<file path="src/rtl/uart_wm_pkg.sv">
package uart_wm_pkg;
  localparam int REG_AW     = 5;
  localparam int FRAME_BITS = 8;
  localparam int FLAG_BIT   = 31;
  localparam int LVL_LSB    = 16;

  localparam logic [REG_AW-1:0] OFS_TXDATA = 5'h00;
  localparam logic [REG_AW-1:0] OFS_RXDATA = 5'h04;
  localparam logic [REG_AW-1:0] OFS_TXCTRL = 5'h08;
  localparam logic [REG_AW-1:0] OFS_RXCTRL = 5'h0C;
  localparam logic [REG_AW-1:0] OFS_IE     = 5'h10;
  localparam logic [REG_AW-1:0] OFS_IP     = 5'h14;
  localparam logic [REG_AW-1:0] OFS_DIV    = 5'h18;

  localparam int WM_TX = 0;
  localparam int WM_RX = 1;

  typedef enum logic [1:0] {TX_IDLE, TX_START, TX_DATA, TX_STOP} tx_state_e;
  typedef enum logic [1:0] {RX_IDLE, RX_START, RX_DATA, RX_STOP} rx_state_e;
endpackage

</file>
<file path="src/rtl/uart_wm_fifo.sv">
module uart_wm_fifo #(
  parameter int DEPTH = 8,
  parameter int W     = 8,
  parameter int CW    = $clog2(DEPTH + 1)
) (
  input  logic          clk,
  input  logic          rst_n,
  input  logic          push,
  input  logic [W-1:0]  din,
  input  logic          pop,
  output logic [W-1:0]  dout,
  output logic [CW-1:0] count,
  output logic          full,
  output logic          empty
);
  localparam int AW = (DEPTH > 1) ? $clog2(DEPTH) : 1;
  localparam logic [AW-1:0] LAST = AW'(DEPTH - 1);

  logic [W-1:0]  mem [DEPTH];
  logic [AW-1:0] wp, rp;
  logic          do_push, do_pop;

  assign full    = (count == CW'(DEPTH));
  assign empty   = (count == '0);
  assign do_push = push && !full;
  assign do_pop  = pop && !empty;
  assign dout    = mem[rp];

  always_ff @(posedge clk) begin
    if (do_push) mem[wp] <= din;
  end

  always_ff @(posedge clk or negedge rst_n) begin
    if (!rst_n) begin
      wp    <= '0;
      rp    <= '0;
      count <= '0;
    end else begin
      if (do_push) wp <= (wp == LAST) ? '0 : wp + AW'(1);
      if (do_pop)  rp <= (rp == LAST) ? '0 : rp + AW'(1);
      case ({do_push, do_pop})
        2'b10:   count <= count + CW'(1);
        2'b01:   count <= count - CW'(1);
        default: count <= count;
      endcase
    end
  end

  AST_FIFO_BOUND: assert property (@(posedge clk) disable iff (!rst_n) count <= CW'(DEPTH));
  AST_FULL_DROP: assert property (@(posedge clk) disable iff (!rst_n) (push && !pop && full) |=> full);
  AST_EMPTY_NO_POP: assert property (@(posedge clk) disable iff (!rst_n) (pop && !push && empty) |=> empty);
endmodule

</file>
<file path="src/rtl/uart_wm_tx.sv">
module uart_wm_tx
  import uart_wm_pkg::*;
#(
  parameter int DIV_W = 16
) (
  input  logic             clk,
  input  logic             rst_n,
  input  logic             en,
  input  logic             two_stop,
  input  logic [DIV_W-1:0] div,
  input  logic             fifo_empty,
  input  logic [7:0]       fifo_data,
  output logic             fifo_pop,
  output logic             txd
);
  localparam int BW = $clog2(FRAME_BITS);
  localparam logic [BW-1:0] LAST_BIT = BW'(FRAME_BITS - 1);

  tx_state_e        st;
  logic [DIV_W-1:0] cnt;
  logic [BW-1:0]    bitn;
  logic [7:0]       sh;
  logic             second;
  logic             tick, stop_done, launch;

  assign tick      = (cnt >= div);
  assign stop_done = (st == TX_STOP) && tick && (!two_stop || second);
  assign launch    = en && !fifo_empty && ((st == TX_IDLE) || stop_done);
  assign fifo_pop  = launch;

  always_comb begin
    case (st)
      TX_START: txd = 1'b0;
      TX_DATA:  txd = sh[0];
      default:  txd = 1'b1;
    endcase
  end

  always_ff @(posedge clk or negedge rst_n) begin
    if (!rst_n) begin
      st     <= TX_IDLE;
      cnt    <= '0;
      bitn   <= '0;
      sh     <= '0;
      second <= 1'b0;
    end else begin
      case (st)
        TX_IDLE: begin
          if (launch) begin
            st  <= TX_START;
            cnt <= '0;
            sh  <= fifo_data;
          end
        end
        TX_START: begin
          if (tick) begin
            cnt  <= '0;
            bitn <= '0;
            st   <= TX_DATA;
          end else cnt <= cnt + DIV_W'(1);
        end
        TX_DATA: begin
          if (tick) begin
            cnt <= '0;
            sh  <= {1'b0, sh[7:1]};
            if (bitn == LAST_BIT) begin
              st     <= TX_STOP;
              second <= 1'b0;
            end else bitn <= bitn + BW'(1);
          end else cnt <= cnt + DIV_W'(1);
        end
        default: begin
          if (tick) begin
            cnt <= '0;
            if (two_stop && !second) second <= 1'b1;
            else if (launch) begin
              st <= TX_START;
              sh <= fifo_data;
            end else st <= TX_IDLE;
          end else cnt <= cnt + DIV_W'(1);
        end
      endcase
    end
  end

  AST_TX_BIT_HOLD: assert property (@(posedge clk) disable iff (!rst_n) (st != TX_IDLE && cnt < div) |=> $stable(txd));
  AST_TX_OFF_IDLE: assert property (@(posedge clk) disable iff (!rst_n) (st == TX_IDLE && !en) |=> txd);
endmodule

</file>
<file path="src/rtl/uart_wm_rx.sv">
module uart_wm_rx
  import uart_wm_pkg::*;
#(
  parameter int DIV_W = 16
) (
  input  logic             clk,
  input  logic             rst_n,
  input  logic             en,
  input  logic [DIV_W-1:0] div,
  input  logic             rxd,
  output logic             push,
  output logic [7:0]       byte_out
);
  localparam int BW = $clog2(FRAME_BITS);
  localparam logic [BW-1:0] LAST_BIT = BW'(FRAME_BITS - 1);

  rx_state_e        st;
  logic [DIV_W-1:0] cnt;
  logic [DIV_W-1:0] half;
  logic [BW-1:0]    bitn;
  logic [7:0]       sh;
  logic             s1, s2, sd;

  assign half = div >> 1;

  always_ff @(posedge clk or negedge rst_n) begin
    if (!rst_n) begin
      s1 <= 1'b1;
      s2 <= 1'b1;
      sd <= 1'b1;
    end else begin
      s1 <= rxd;
      s2 <= s1;
      sd <= s2;
    end
  end

  always_ff @(posedge clk or negedge rst_n) begin
    if (!rst_n) begin
      st       <= RX_IDLE;
      cnt      <= '0;
      bitn     <= '0;
      sh       <= '0;
      push     <= 1'b0;
      byte_out <= '0;
    end else begin
      push <= 1'b0;
      case (st)
        RX_IDLE: begin
          if (en && sd && !s2) begin
            st  <= RX_START;
            cnt <= DIV_W'(1);
          end
        end
        RX_START: begin
          if (cnt >= half) begin
            cnt  <= '0;
            bitn <= '0;
            st   <= s2 ? RX_IDLE : RX_DATA;
          end else cnt <= cnt + DIV_W'(1);
        end
        RX_DATA: begin
          if (cnt >= div) begin
            cnt <= '0;
            sh  <= {s2, sh[7:1]};
            if (bitn == LAST_BIT) st <= RX_STOP;
            else bitn <= bitn + BW'(1);
          end else cnt <= cnt + DIV_W'(1);
        end
        default: begin
          if (cnt >= div) begin
            st       <= RX_IDLE;
            push     <= s2;
            byte_out <= sh;
          end else cnt <= cnt + DIV_W'(1);
        end
      endcase
    end
  end

  AST_RX_OFF_STAYS_IDLE: assert property (@(posedge clk) disable iff (!rst_n) (st == RX_IDLE && !en) |=> st == RX_IDLE);
  AST_RX_BAD_STOP_DROP: assert property (@(posedge clk) disable iff (!rst_n) (st == RX_STOP && cnt >= div && !s2) |=> !push);
endmodule

</file>
<file path="src/rtl/uart_wm_regs.sv">
module uart_wm_regs
  import uart_wm_pkg::*;
#(
  parameter int DIV_W = 16,
  parameter int LVL_W = 3,
  parameter int CNT_W = 4
) (
  input  logic              clk,
  input  logic              rst_n,
  input  logic [REG_AW-1:0] bus_addr,
  input  logic              bus_wr,
  input  logic [31:0]       bus_wdata,
  input  logic              bus_rd,
  output logic [31:0]       bus_rdata,
  input  logic              tx_full,
  input  logic [CNT_W-1:0]  tx_count,
  input  logic              rx_empty,
  input  logic [7:0]        rx_head,
  input  logic [CNT_W-1:0]  rx_count,
  output logic              tx_push,
  output logic [7:0]        tx_byte,
  output logic              rx_pop,
  output logic              tx_en,
  output logic              tx_two_stop,
  output logic              rx_en,
  output logic [DIV_W-1:0]  div,
  output logic              irq
);
  localparam int CMP_W = (CNT_W > LVL_W) ? CNT_W : LVL_W;

  logic [LVL_W-1:0] tx_lvl, rx_lvl;
  logic [1:0]       ie_q, ip;

  assign tx_push = bus_wr && (bus_addr == OFS_TXDATA);
  assign tx_byte = bus_wdata[7:0];
  assign rx_pop  = bus_rd && (bus_addr == OFS_RXDATA);

  assign ip[WM_TX] = CMP_W'(tx_count) < CMP_W'(tx_lvl);
  assign ip[WM_RX] = CMP_W'(rx_count) > CMP_W'(rx_lvl);
  assign irq       = |(ie_q & ip);

  always_ff @(posedge clk or negedge rst_n) begin
    if (!rst_n) begin
      tx_en       <= 1'b0;
      tx_two_stop <= 1'b0;
      tx_lvl      <= '0;
      rx_en       <= 1'b0;
      rx_lvl      <= '0;
      ie_q        <= '0;
      div         <= '0;
    end else if (bus_wr) begin
      case (bus_addr)
        OFS_TXCTRL: begin
          tx_en       <= bus_wdata[0];
          tx_two_stop <= bus_wdata[1];
          tx_lvl      <= bus_wdata[LVL_LSB +: LVL_W];
        end
        OFS_RXCTRL: begin
          rx_en  <= bus_wdata[0];
          rx_lvl <= bus_wdata[LVL_LSB +: LVL_W];
        end
        OFS_IE:  ie_q <= bus_wdata[1:0];
        OFS_DIV: div  <= bus_wdata[DIV_W-1:0];
        default: ;
      endcase
    end
  end

  always_comb begin
    bus_rdata = '0;
    case (bus_addr)
      OFS_TXDATA: bus_rdata[FLAG_BIT] = tx_full;
      OFS_RXDATA: begin
        bus_rdata[FLAG_BIT] = rx_empty;
        bus_rdata[7:0]      = rx_head;
      end
      OFS_TXCTRL: begin
        bus_rdata[0]                  = tx_en;
        bus_rdata[1]                  = tx_two_stop;
        bus_rdata[LVL_LSB +: LVL_W]   = tx_lvl;
      end
      OFS_RXCTRL: begin
        bus_rdata[0]                  = rx_en;
        bus_rdata[LVL_LSB +: LVL_W]   = rx_lvl;
      end
      OFS_IE:  bus_rdata[1:0]       = ie_q;
      OFS_IP:  bus_rdata[1:0]       = ip;
      OFS_DIV: bus_rdata[DIV_W-1:0] = div;
      default: bus_rdata = '0;
    endcase
  end

  AST_IRQ_GATED: assert property (@(posedge clk) disable iff (!rst_n) (ie_q == 2'b00) |-> !irq);
  AST_TX_WM_EMPTY: assert property (@(posedge clk) disable iff (!rst_n) (tx_count == '0 && tx_lvl != '0 && ie_q[WM_TX]) |-> irq);
  AST_RX_WM_FULL: assert property (@(posedge clk) disable iff (!rst_n) (rx_count == CNT_W'(8) && ie_q[WM_RX] && rx_lvl != '1) |-> irq);
endmodule

</file>
<file path="src/rtl/uart_wm.sv">
module uart_wm
  import uart_wm_pkg::*;
#(
  parameter int FIFO_DEPTH = 8,
  parameter int DIV_W      = 16,
  parameter int LVL_W      = 3
) (
  input  logic              clk,
  input  logic              rst_n,
  input  logic [REG_AW-1:0] bus_addr,
  input  logic              bus_wr,
  input  logic [31:0]       bus_wdata,
  input  logic              bus_rd,
  output logic [31:0]       bus_rdata,
  input  logic              rx_line,
  output logic              tx_line,
  output logic              irq
);
  localparam int CNT_W = $clog2(FIFO_DEPTH + 1);

  logic             tx_push, tx_pop, tx_full, tx_empty;
  logic [7:0]       tx_byte, tx_head;
  logic [CNT_W-1:0] tx_count;
  logic             rx_push, rx_pop, rx_full, rx_empty;
  logic [7:0]       rx_byte, rx_head;
  logic [CNT_W-1:0] rx_count;
  logic             tx_en, tx_two_stop, rx_en;
  logic [DIV_W-1:0] div;

  uart_wm_regs #(.DIV_W(DIV_W), .LVL_W(LVL_W), .CNT_W(CNT_W)) u_regs (
    .clk(clk), .rst_n(rst_n),
    .bus_addr(bus_addr), .bus_wr(bus_wr), .bus_wdata(bus_wdata),
    .bus_rd(bus_rd), .bus_rdata(bus_rdata),
    .tx_full(tx_full), .tx_count(tx_count),
    .rx_empty(rx_empty), .rx_head(rx_head), .rx_count(rx_count),
    .tx_push(tx_push), .tx_byte(tx_byte), .rx_pop(rx_pop),
    .tx_en(tx_en), .tx_two_stop(tx_two_stop), .rx_en(rx_en),
    .div(div), .irq(irq)
  );

  uart_wm_fifo #(.DEPTH(FIFO_DEPTH), .W(8), .CW(CNT_W)) u_txq (
    .clk(clk), .rst_n(rst_n), .push(tx_push), .din(tx_byte),
    .pop(tx_pop), .dout(tx_head), .count(tx_count),
    .full(tx_full), .empty(tx_empty)
  );

  uart_wm_fifo #(.DEPTH(FIFO_DEPTH), .W(8), .CW(CNT_W)) u_rxq (
    .clk(clk), .rst_n(rst_n), .push(rx_push), .din(rx_byte),
    .pop(rx_pop), .dout(rx_head), .count(rx_count),
    .full(rx_full), .empty(rx_empty)
  );

  uart_wm_tx #(.DIV_W(DIV_W)) u_tx (
    .clk(clk), .rst_n(rst_n), .en(tx_en), .two_stop(tx_two_stop),
    .div(div), .fifo_empty(tx_empty), .fifo_data(tx_head),
    .fifo_pop(tx_pop), .txd(tx_line)
  );

  uart_wm_rx #(.DIV_W(DIV_W)) u_rx (
    .clk(clk), .rst_n(rst_n), .en(rx_en), .div(div),
    .rxd(rx_line), .push(rx_push), .byte_out(rx_byte)
  );

  AST_RX_FULL_KEEPS: assert property (@(posedge clk) disable iff (!rst_n) (rx_full && rx_push && !rx_pop) |=> rx_full);
  AST_TX_POP_HAS_DATA: assert property (@(posedge clk) disable iff (!rst_n) tx_pop |=> !(tx_count == CNT_W'(FIFO_DEPTH) && !$past(tx_push)));
endmodule

</file>
<file path="config.mk">
export PLATFORM = sky130hd
export DESIGN_NAME = uart_wm
export DESIGN_NICKNAME = d
export VERILOG_FILES = /design/src/rtl/uart_wm_pkg.sv /design/src/rtl/uart_wm_fifo.sv /design/src/rtl/uart_wm_tx.sv /design/src/rtl/uart_wm_rx.sv /design/src/rtl/uart_wm_regs.sv /design/src/rtl/uart_wm.sv
export SDC_FILE = /design/constraint.sdc
export NUM_CORES = 1
export LEC_CHECK = 0
export BUFFER_PORTS_ARGS = -buffer_cell sky130_fd_sc_hd__buf_2
export CAP_MARGIN = 40
export CORE_AREA = 2 2 119 236
export CTS_CLUSTER_DIAMETER = 60
export DETAILED_ROUTE_END_ITERATION = 16
export DIE_AREA = 0 0 121 238
export PLACE_DENSITY = 0.66
export RECOVER_POWER = 100
export SKIP_LAST_GASP = 1
export SYNTH_ARGS = -nofsm -noshare
export SYNTH_HDL_FRONTEND = slang
export SYNTH_SLANG_ARGS = --single-unit
</file>
<file path="constraint.sdc">
create_clock -name clk -period 3.32 [get_ports clk]
set_input_delay 0.166 -clock clk [delete_from_list [all_inputs] [get_ports clk]]
set_output_delay 0.166 -clock clk [all_outputs]
set_load 0.01 [all_outputs]
</file>
==> results.toml, run 1 <==
[pwr]
swShare_pct = 31.73
p_leak_uw = 0.005606
p_sw_uw = 2887
pwr-share-seq_pct = 43.3
p_per_area_nw_per_um2 = 664.0
p_comb_share_pct = 25.8
peakVddDrop_mv = 0.5491
pwr-share-clk_pct = 30.9
power.internal_uw = 6212

[synthesis]
syn_area_per_cell_um2 = 12.95
synth_flop_cell = "edfxtp_1"
synth_top_family_by_area = "multiplexers"
synthAdderAreaFrac_pct = 8.265
yosys.area.top_type_share_pct = 32.06
async_flop_share_pct = 47.97
synth-edff-count = 128
synth_top_area_cell = "edfxtp_1"
synthSimpleGateAreaFrac_pct = 9.006
synth-compound-area-share_pct = 10.03
synth_xor_xnor_area_share_pct = 0.5844
synthMuxAreaShare_pct = 12.34
syn_inst = 926
yosysSeqAreaShare_pct = 56.72
ys_ff_latch = 246
synth_cell_types = 68
synth.cell_area_um2 = 11990
yosys_warnings = 0
synth.area.top_cells = "edfxtp_1 (32%), dfrtp_1 (24%), ha_1 (7.9%)"

[clock_network]
cts.sinks = 246
h-tree-depth = 1
clk_pin_slew_ns = 0.07
cts_buffers = 22
post_cts_buffers = 0
cts_tree = "built"
cts_buffer_depth = 3
cts_root_buf = "clkbuf_16"
insertion_delay_ns = 0.53

[critical_path]
worstPathArrival_ns = 3.56
critical_path.max_stage_delay_ns = 0.45
end_kind = "flop"
path_class = "flop to flop"
cpMostUsedCell = "nand2b_1"
crit_fanout = 10
crit_chain = "inv_1, ha_1, nand2b_1, a211oi_1, o211ai_1, a211o_1, a22oi_2, clkbuf_1, nand2b_1, a31oi_1"
crit_required_ns = 3.76
slowest_stage = "dfrtp_1"
startpoint_type = "flop"

[sta]
finalCriticalPeriod_ns = 3.121
period_share_pct = 94.02
rsz0062_at_grt = "false"
finalClockSkew_ns = 0.01770
worstMarginPinSlew_ns = 1.665
hold_ws_ns = 0.05764
fmax_mhz = 320.4
hold_viol = 0
relSlewSlack_pct = -10.97
setup_viol = 0
final.setup.tns_ns = 0
final_max_slew_viol_count = 60

[routing]
dr.first_iter.drc_count = 394
wl_mm = 26.31
vias = 7703
wl_per_cell_um = 18.83
drtPass1Iterations = 5
drcViolationCount = 0
viasPerCell = 5.514
ant_nets = 0

[floorplan]
die_h_um = 238
io_pins = 76
die_x_um = 121
core_area_um2 = 26910
rows = 85
initial_utilization_pct = 44.56
dieArea_um2 = 28800

[global_route]
grt_start_max_net_pins = 60
overflow = 0
grt_pass1_vias = 7989
antenna_found_initial = 0
grt_first_pass_wirelength_mm = 41.88
grt_use_total_pct = 18.79

[layout]
layout_commonest_cell = "edfxtp_1"
postLayoutCoreUtil_pct = 50.92
final_cell_mix = "edfxtp_1 (128), dfrtp_1 (115), nand2_1 (81)"
layout-drive-gt1-share_pct = 16.59
multi_input_area_um2 = 4871
n_antenna_cell = 0
area_growth_syn_to_layout_pct = 14.29
fill_cells = 2322
final_nets = 1153
final_area_um2 = 13700
regArea_um2 = 6800

[worst_hold_path]
hp-class = "input port to flop"

[run_status]
status = "complete, but fails checks"
violations = "max-capacitance violations, max-slew violations"

[place]
dp_hpwl_mm = 19.17
dpl-instance-area_um2 = 12860
globalplace.congestion = 0.8378
io_buffer_count = 50

[flow_run]
cap_violations = 1
## cells by family after synthesis
logic type | count (synthesis)
adders and majority gates | 78
xor gates and xnor gates | 8
buffers and inverters | 81
muxes | 101
AOI/OAI and AO/OA | 188
other | 1
DFF | 246
and+or+nand+nor | 223
## flip-flops by register name, summed over array words and instances, names as in the netlist, 8 cells and up
signal	count
u_regs.div	16
u_rx.byte_out	8
u_rx.cnt	16
u_rx.sh	8
u_rxq.mem	64
u_tx.cnt	16
u_tx.sh	8
u_txq.mem	64
## per-stage QoR
step           total power (uW)  worst slack [ns]  std cells
6_report                   9099            0.1986       1397
5_1_grt                    9641           0.02366       1397
4_1_cts                    9275            0.1269       1397
3_5_place_dp               6413            0.1494       1336
3_3_place_gp               6342            0.1883       1331
2_1_floorplan              5639            0.2227        937
## final cells by class
type | count | share of cell area (%)
sequential | 246 | 49.63
multi-input combinational | 610 | 35.55
timing repair buffer | 111 | 4.621
clock buffer | 24 | 4.301
tap | 348 | 3.178
clock inverter | 16 | 1.571
inverter | 42 | 1.151
## path summary, 6_finish.rpt
check	from	slack, ns	to	depth (start not counted)
min in group asynchronous	rst_n	0.70	u_rxq.count[2]	3
worst max register to register	u_rx.cnt[0]	0.20	u_rx.cnt[3]	10
worst min-delay path	bus_wr	0.06	u_regs.ie_q[1]	3
worst max-delay path	u_rx.cnt[0]	0.20	u_rx.cnt[3]	10
worst min register to register	u_rx.s1	0.36	u_rx.s2	0
max in group asynchronous	rst_n	0.65	u_regs.div[10]	4
## power groups by stage
stage                     Sequential (uW)  Clock (uW)  Combinational, uW
after CTS                            3950        2880               2440
after detailed placement             4010           0               2410
after global placement               4000           0               2340
final                                3940        2810               2350
after floorplan                      3790           0               1850
after global routing                 4000        2980               2650
## metal layers
layer	up-vias	track usage, %	wire length, um
li1	3688	-	-
met1	3857	18.88	9079
met2	115	38.13	15840
met3	43	1.912	608
met4	0	7.118	780
met5	-	0	0
## critical path: cells and delay by family (launching register included)
| family | cells | cell delay (ns) |
|---|---|---|
| flops | 1 | 0.45 |
| fa+ha+maj | 1 | 0.26 |
| compound gates | 5 | 1.56 |
| simple gates | 2 | 0.23 |
| buf+inv | 2 | 0.53 |
## cells in the mapped netlist, types with 4 or more instances
cell type and instances:
buf_2 11, a21oi_1 41, a22o_1 10, dfrtp_1 115, mux2_2 48, clkbuf_1 15, o22ai_1 6, and2_1 11
a31oi_1 21, a211oi_1 6, xor2_1 4, a22oi_1 4, o21a_1 5, nand2b_1 17, nand4_1 5, xnor2_1 4
nor2_1 39, o21ai_0 55, mux4_2 32, ha_1 76, inv_1 41, mux2i_1 17, a21o_1 11, edfxtp_1 128
buf_4 12, nand3_1 16, and3_1 19, nand2_1 82, nor3_1 16
## timing repair
| item | 4_1_cts | 5_1_grt |
|---|---|---|
| hold buffers | 21 | 0 |
| resized for setup | 0 | 3 |
| endpoints found under the setup margin | 0 | 1 |
| hold endpoints to repair | 138 | 0 |
(Power assumes the default switching activity.)
==> run 2, diff against run 1 <==
--- a/config.mk
+++ b/config.mk
@@ -11,9 +11,10 @@
 export CTS_CLUSTER_DIAMETER = 60
 export DETAILED_ROUTE_END_ITERATION = 16
 export DIE_AREA = 0 0 121 238
-export PLACE_DENSITY = 0.66
+export PLACE_DENSITY = 0.63
 export RECOVER_POWER = 100
 export SKIP_LAST_GASP = 1
 export SYNTH_ARGS = -nofsm -noshare
 export SYNTH_HDL_FRONTEND = slang
 export SYNTH_SLANG_ARGS = --single-unit
+export TNS_END_PERCENT = 50
==> constraint.sdc (replaced) <==
create_clock -name clk -period 3.1 [get_ports clk]
set_input_delay 0.155 -clock clk [delete_from_list [all_inputs] [get_ports clk]]
set_output_delay 0.155 -clock clk [all_outputs]
set_load 0.01 [all_outputs]
==> results.toml, run 2 (synthesis gave the netlist of run 1 again) <==
[routing]
top_layer = "met4"
vias = 7815
wl_mm = 27.29
met2RoutedLength_mm = 16.29
wl_per_cell_um = 19.03
viasPerCell = 5.450
met1_length_mm = 9.718
dr.first_iter.drc_count = 426
met3_length_um = 554
ant_nets = 0
drcViolationCount = 0
drtPass1Iterations = 4

[worst_hold_path]
min_path_cells = 3
hp-start = "bus_wr"
hp-class = "input port to flop"
hold_path_end = "u_regs.ie_q[1]"

[global_route]
grt_use_total_pct = 19.37
grt_start_max_net_pins = 54
grt_pass1_vias = 8296
antenna_found_initial = 0
overflow = 0
grt_first_pass_wirelength_mm = 43.16

[clock_network]
insertion_delay_ns = 0.54
cts.sinks = 246
clk_pin_slew_ns = 0.07
cts_buffers = 22
cts_buffer_depth = 3
cts_root_buf = "clkbuf_16"
cts_tree = "built"
h-tree-depth = 1

[pwr]
swShare_pct = 32.22
pwr-share-clk_pct = 29.1
p_leak_uw = 0.005758
p_total_uw = 9811
p_comb_share_pct = 27.6
peakVddDrop_mv = 0.5477
power.internal_uw = 6650
p_sw_uw = 3161
p_per_area_nw_per_um2 = 701.7
pwr-share-seq_pct = 43.2

[floorplan]
io_pins = 76
core_area_um2 = 26910
dieArea_um2 = 28800
die_h_um = 238
rows = 85
initial_utilization_pct = 44.56
die_x_um = 121

[sta]
hold_ws_ns = 0.02558
finalCriticalPeriod_ns = 2.953
period_share_pct = 95.27
hold_viol = 0
relSlewSlack_pct = 6.077
finalClockSkew_ns = 0.03329
worstMarginPinSlew_ns = 1.409
fmax_mhz = 338.6
final_max_slew_viol_count = 0
setup_viol = 0

[critical_path]
startpoint_type = "flop"
rrSetupSlack_ns = 0.15
startpoint = "u_regs.div[9]"
worstPathArrival_ns = 3.38
r2r-end = "u_txq.count[3]"
r2r_start = "u_regs.div[9]"
r2r_cells = 14
crit_required_ns = 3.53
end_kind = "flop"
path_class = "flop to flop"
crit_fanout = 2

[layout]
n_antenna_cell = 0
final_cell_mix = "edfxtp_1 (128), dfrtp_1 (115), nand2_1 (81)"
layout-drive-gt1-share_pct = 19.15
layout_commonest_cell = "edfxtp_1"
top_regs = "u_rxq.mem: 64 flops, u_txq.mem: 64 flops"
area_growth_syn_to_layout_pct = 16.61
postLayoutCoreUtil_pct = 51.96
final_nets = 1190

[place]
dp_hpwl_mm = 19.87
io_buffer_count = 50
globalplace.congestion = 0.8280

[flow_run]
cap_violations = 0

[run_status]
status = "finished, final reports clean"
-- run 2: changes by cell type in the layout (fill, tap and decap cells not counted), sizes merged --
cell,change
clkbuf,+11
buf,+29
clkinv,+1
inv,-2
clkinvlp,-1
bufinv,-1
-- run 2: worst max path at each step --
stage	end	slack, ns	depth (start not counted)
after floorplan	u_txq.count[3]	0.003	13
after global placement	u_txq.count[3]	-0.05	14
after detailed placement	u_txq.count[3]	-0.09	14
after CTS	u_txq.count[3]	-0.03	14
after global routing	u_txq.count[3]	-0.008	14
final	u_txq.count[3]	0.15	14
-- run 2: layout make-up --
cell class,count,area [um^2]
Clock buffer,27,579.3
Inverter,42,157.7
Timing Repair Buffer,148,899.6
Sequential cell,246,6800
Clock inverter,13,171.4
Multi-Input combinational cell,610,4937
Tap cell,348,435.4
Fill cell,2323,12930
-- run 2: metal layers --
layer	vias up	GRT usage, %
met5	-	0
met4	0	7.223
met3	36	1.984
met2	108	39.72
met1	3927	19.12
li1	3744	-
-- run 2: power by group through the flow --
| stage | registers (uW) | logic (uW) | clock network [uW] |
|---|---|---|---|
| floorplan | 4060 | 1980 | 0 |
| global placement | 4300 | 2580 | 0 |
| detailed placement | 4310 | 2650 | 0 |
| CTS | 4250 | 2730 | 2920 |
| global route | 4310 | 3040 | 3040 |
| finish | 4240 | 2710 | 2860 |
-- run 2: what timing repair did --
action	in CTS	in global routing
hold endpoints to repair	128	0
pin swaps	1	2
hold buffers	21	0
gates resized for setup	3	9
setup buffers	1	2
setup endpoints to repair	1	2
-- run 2: stage by stage --
| step | TNS, ns | std cells | cell area (um^2) | worst slack, ns |
|---|---|---|---|---|
| floorplan | 0 | 937 | 12030 | 0.002711 |
| global placement | -0.04749 | 1369 | 13070 | -0.04749 |
| detailed placement | -0.09269 | 1370 | 13080 | -0.09269 |
| CTS | -0.02697 | 1432 | 14070 | -0.02697 |
| global route | -0.007943 | 1434 | 13980 | -0.007943 |
| finish | 0 | 1434 | 13980 | 0.1467 |
-- run 2: critical path: stages (launching register included) --
cell and delay, ns:
dfrtp_1 0.35, inv_1 0.06, ha_1 0.29, nand4_1 0.13
or4_4 0.56, o211ai_4 0.21, nand2_2 0.09, inv_1 0.08
ha_1 0.16, ha_1 0.23, a21o_1 0.19, a21oi_2 0.16
xnor2_1 0.13, nor2_1 0.06, xor2_1 0.14
==> run 3, diff against run 2 <==
--- a/config.mk
+++ b/config.mk
@@ -8,6 +8,7 @@
 export BUFFER_PORTS_ARGS = -buffer_cell sky130_fd_sc_hd__buf_2
 export CAP_MARGIN = 40
 export CORE_AREA = 2 2 119 236
+export CTS_BUF_LIST = sky130_fd_sc_hd__clkbuf_4 sky130_fd_sc_hd__clkbuf_8
 export CTS_CLUSTER_DIAMETER = 60
 export DETAILED_ROUTE_END_ITERATION = 16
 export DIE_AREA = 0 0 121 238
==> results.toml, run 3 (synthesis gave the netlist of run 1 again) <==
[run_status]
status = "finished, final reports clean"

[global_route]
grt_pass1_vias = 8401
grt_use_met3_pct = 2.820
grt_use_total_pct = 19.60
grt_util_met1_pct = 18.73
antenna_found_initial = 1
overflow = 0
grt_start_max_net_pins = 54
grt_busiest_layer = "met2"
grt_first_pass_wirelength_mm = 43.35
use_met2_pct = 39.68

[sta]
period_share_pct = 98.42
setup_viol = 0
hold_viol = 0
final_max_slew_viol_count = 0
final.setup.tns_ns = 0
rsz0062_at_grt = "true"
relSlewSlack_pct = 6.942
worstMarginPinSlew_ns = 1.396
finalClockSkew_ns = 0.02811
finalCriticalPeriod_ns = 3.051
fmax_mhz = 327.7

[critical_path]
crit_fanout = 3
cpMostUsedCell = "ha_1"
startpoint_type = "flop"
critPathBufInv = 1
end_kind = "flop"
critical_path.max_stage_delay_ns = 0.58
crit_required_ns = 3.54
crit_chain = "ha_1, nand4_4, or4_4, o211ai_4, nand2_1, inv_1, ha_1, ha_1, a21o_1, a21oi_2, xnor2_1, nor2_1, xor2_1"
crit_family = "simple AND/OR/NAND/NOR gates"
slowest_stage = "or4_4"
path_class = "flop to flop"
worstPathArrival_ns = 3.49

[layout]
layout_commonest_cell = "edfxtp_1"
final_cell_mix = "edfxtp_1 (128), dfrtp_1 (115), nand2_1 (82)"
final_nets = 1205
fill_cells = 2325
area_growth_syn_to_layout_pct = 16.98
layout.cells.non_filler = 1462
layout-drive-gt1-share_pct = 22.10
top_regs = "u_rxq.mem: 64 flops, u_txq.mem: 64 flops"

[floorplan]
die_h_um = 238
dieArea_um2 = 28800
initial_utilization_pct = 44.56
io_pins = 76
core_area_um2 = 26910
die_x_um = 121
rows = 85

[routing]
wl_mm = 27.46
viasPerCell = 5.442
drtPass1Iterations = 4
vias = 7956
dr.first_iter.drc_count = 395
ant_nets = 0
wl_per_cell_um = 18.78
drcViolationCount = 0

[place]
io_buffer_count = 50
dp_hpwl_mm = 19.87
dpl.cell_count = 1370
globalplace.congestion = 0.8280

[worst_hold_path]
hp-class = "input port to flop"

[clock_network]
insertion_delay_ns = 0.57
cts_tree = "built"
cts_root_buf = "clkbuf_8"
cts.sinks = 246
h-tree-depth = 2
clk_pin_slew_ns = 0.07
cts_buffer_depth = 3
cts_buffers = 37

[pwr]
p_per_area_nw_per_um2 = 694.7
p_leak_uw = 0.005873
peakVddDrop_mv = 0.4994

[flow_run]
cap_violations = 0
-- run 3: cell count changes in the layout (fill, tap and decap cells not counted), moves of 4 or more --
cell	previous run	this run
and2_1	11	6
buf_4	46	57
clkbuf_4	3	7
clkbuf_8	1	42
clkbuf_16	22	0
buf_2	19	32
clkbuf_1	59	35
clkinv_1	2	9
and2_0	0	5
-- run 3: layout make-up --
class / instances / area, um^2 / area share, %
repair buffers: 148 / 949.7 / 6.771
diodes: 1 / 2.502 / 0.01784
well taps: 348 / 435.4 / 3.105
clock inverters: 18 / 140.1 / 0.9992
multi-input cells: 610 / 4908 / 35.00
clock buffers: 49 / 630.6 / 4.496
flip-flops and latches: 246 / 6800 / 48.49
inverters: 42 / 157.7 / 1.124
-- run 3: what timing repair did --
| action | 4_1_cts | 5_1_grt |
|---|---|---|
| hold buffers | 22 | 0 |
| endpoints found under the setup margin | 1 | 2 |
| endpoints found under the hold margin | 135 | 0 |
| buffers inserted | 2 | 0 |
| pin swaps | 1 | 0 |
| resized for setup | 4 | 2 |
-- run 3: power by group --
group / internal [uW] / switching, uW
combinational: 1300 / 1410
clock: 1510 / 1280
sequential: 3760 / 489
-- run 3: metal layers --
layer  vias up  share of wire, %  routed length (um)
met4         0               3.7                1027
li1       3792                 -                   -
met1      3972                35                9558
met3        64               2.4                 659
met2       128                59               16220
met5         -                 0                   0
-- run 3: path summary, 6_finish.rpt --
| check | from | cells after the start | slack (ns) | endpoint |
|---|---|---|---|---|
| max in group asynchronous | rst_n | 3 | 0.59 | u_regs.div[14] |
| min in group asynchronous | rst_n | 2 | 0.41 | u_rxq.count[1] |
| max | u_tx.cnt[13] | 13 | 0.05 | u_txq.count[3] |
| min | bus_addr[3] | 4 | 0.09 | u_regs.ie_q[1] |
| min reg2reg | u_rx.s1 | 0 | 0.36 | u_rx.s2 |
| max reg2reg | u_tx.cnt[13] | 13 | 0.05 | u_txq.count[3] |
-- run 3: stage by stage --
| step | util (%) | hold slack (ns) | setup slack, ns | cell area, um^2 | power [uW] |
|---|---|---|---|---|---|
| floorplan | - | -0.1406 | 0.002711 | 12030 | 6039 |
| global placement | 48.59 | 0.2495 | -0.04749 | 13070 | 6873 |
| detailed placement | 48.62 | 0.2533 | -0.09269 | 13080 | 6961 |
| CTS | 52.47 | 0.05514 | 0.008357 | 14120 | 9864 |
| global route | 52.12 | 0.1018 | -0.09486 | 14020 | 10340 |
| finish | 52.12 | 0.09237 | 0.04883 | 14020 | 9743 |
-- run 3: worst min-delay path: stages --
cell	delay [ns]
buf_2	0.13
nor2_1	0.09
nand2_1	0.09
mux2_2	0.15
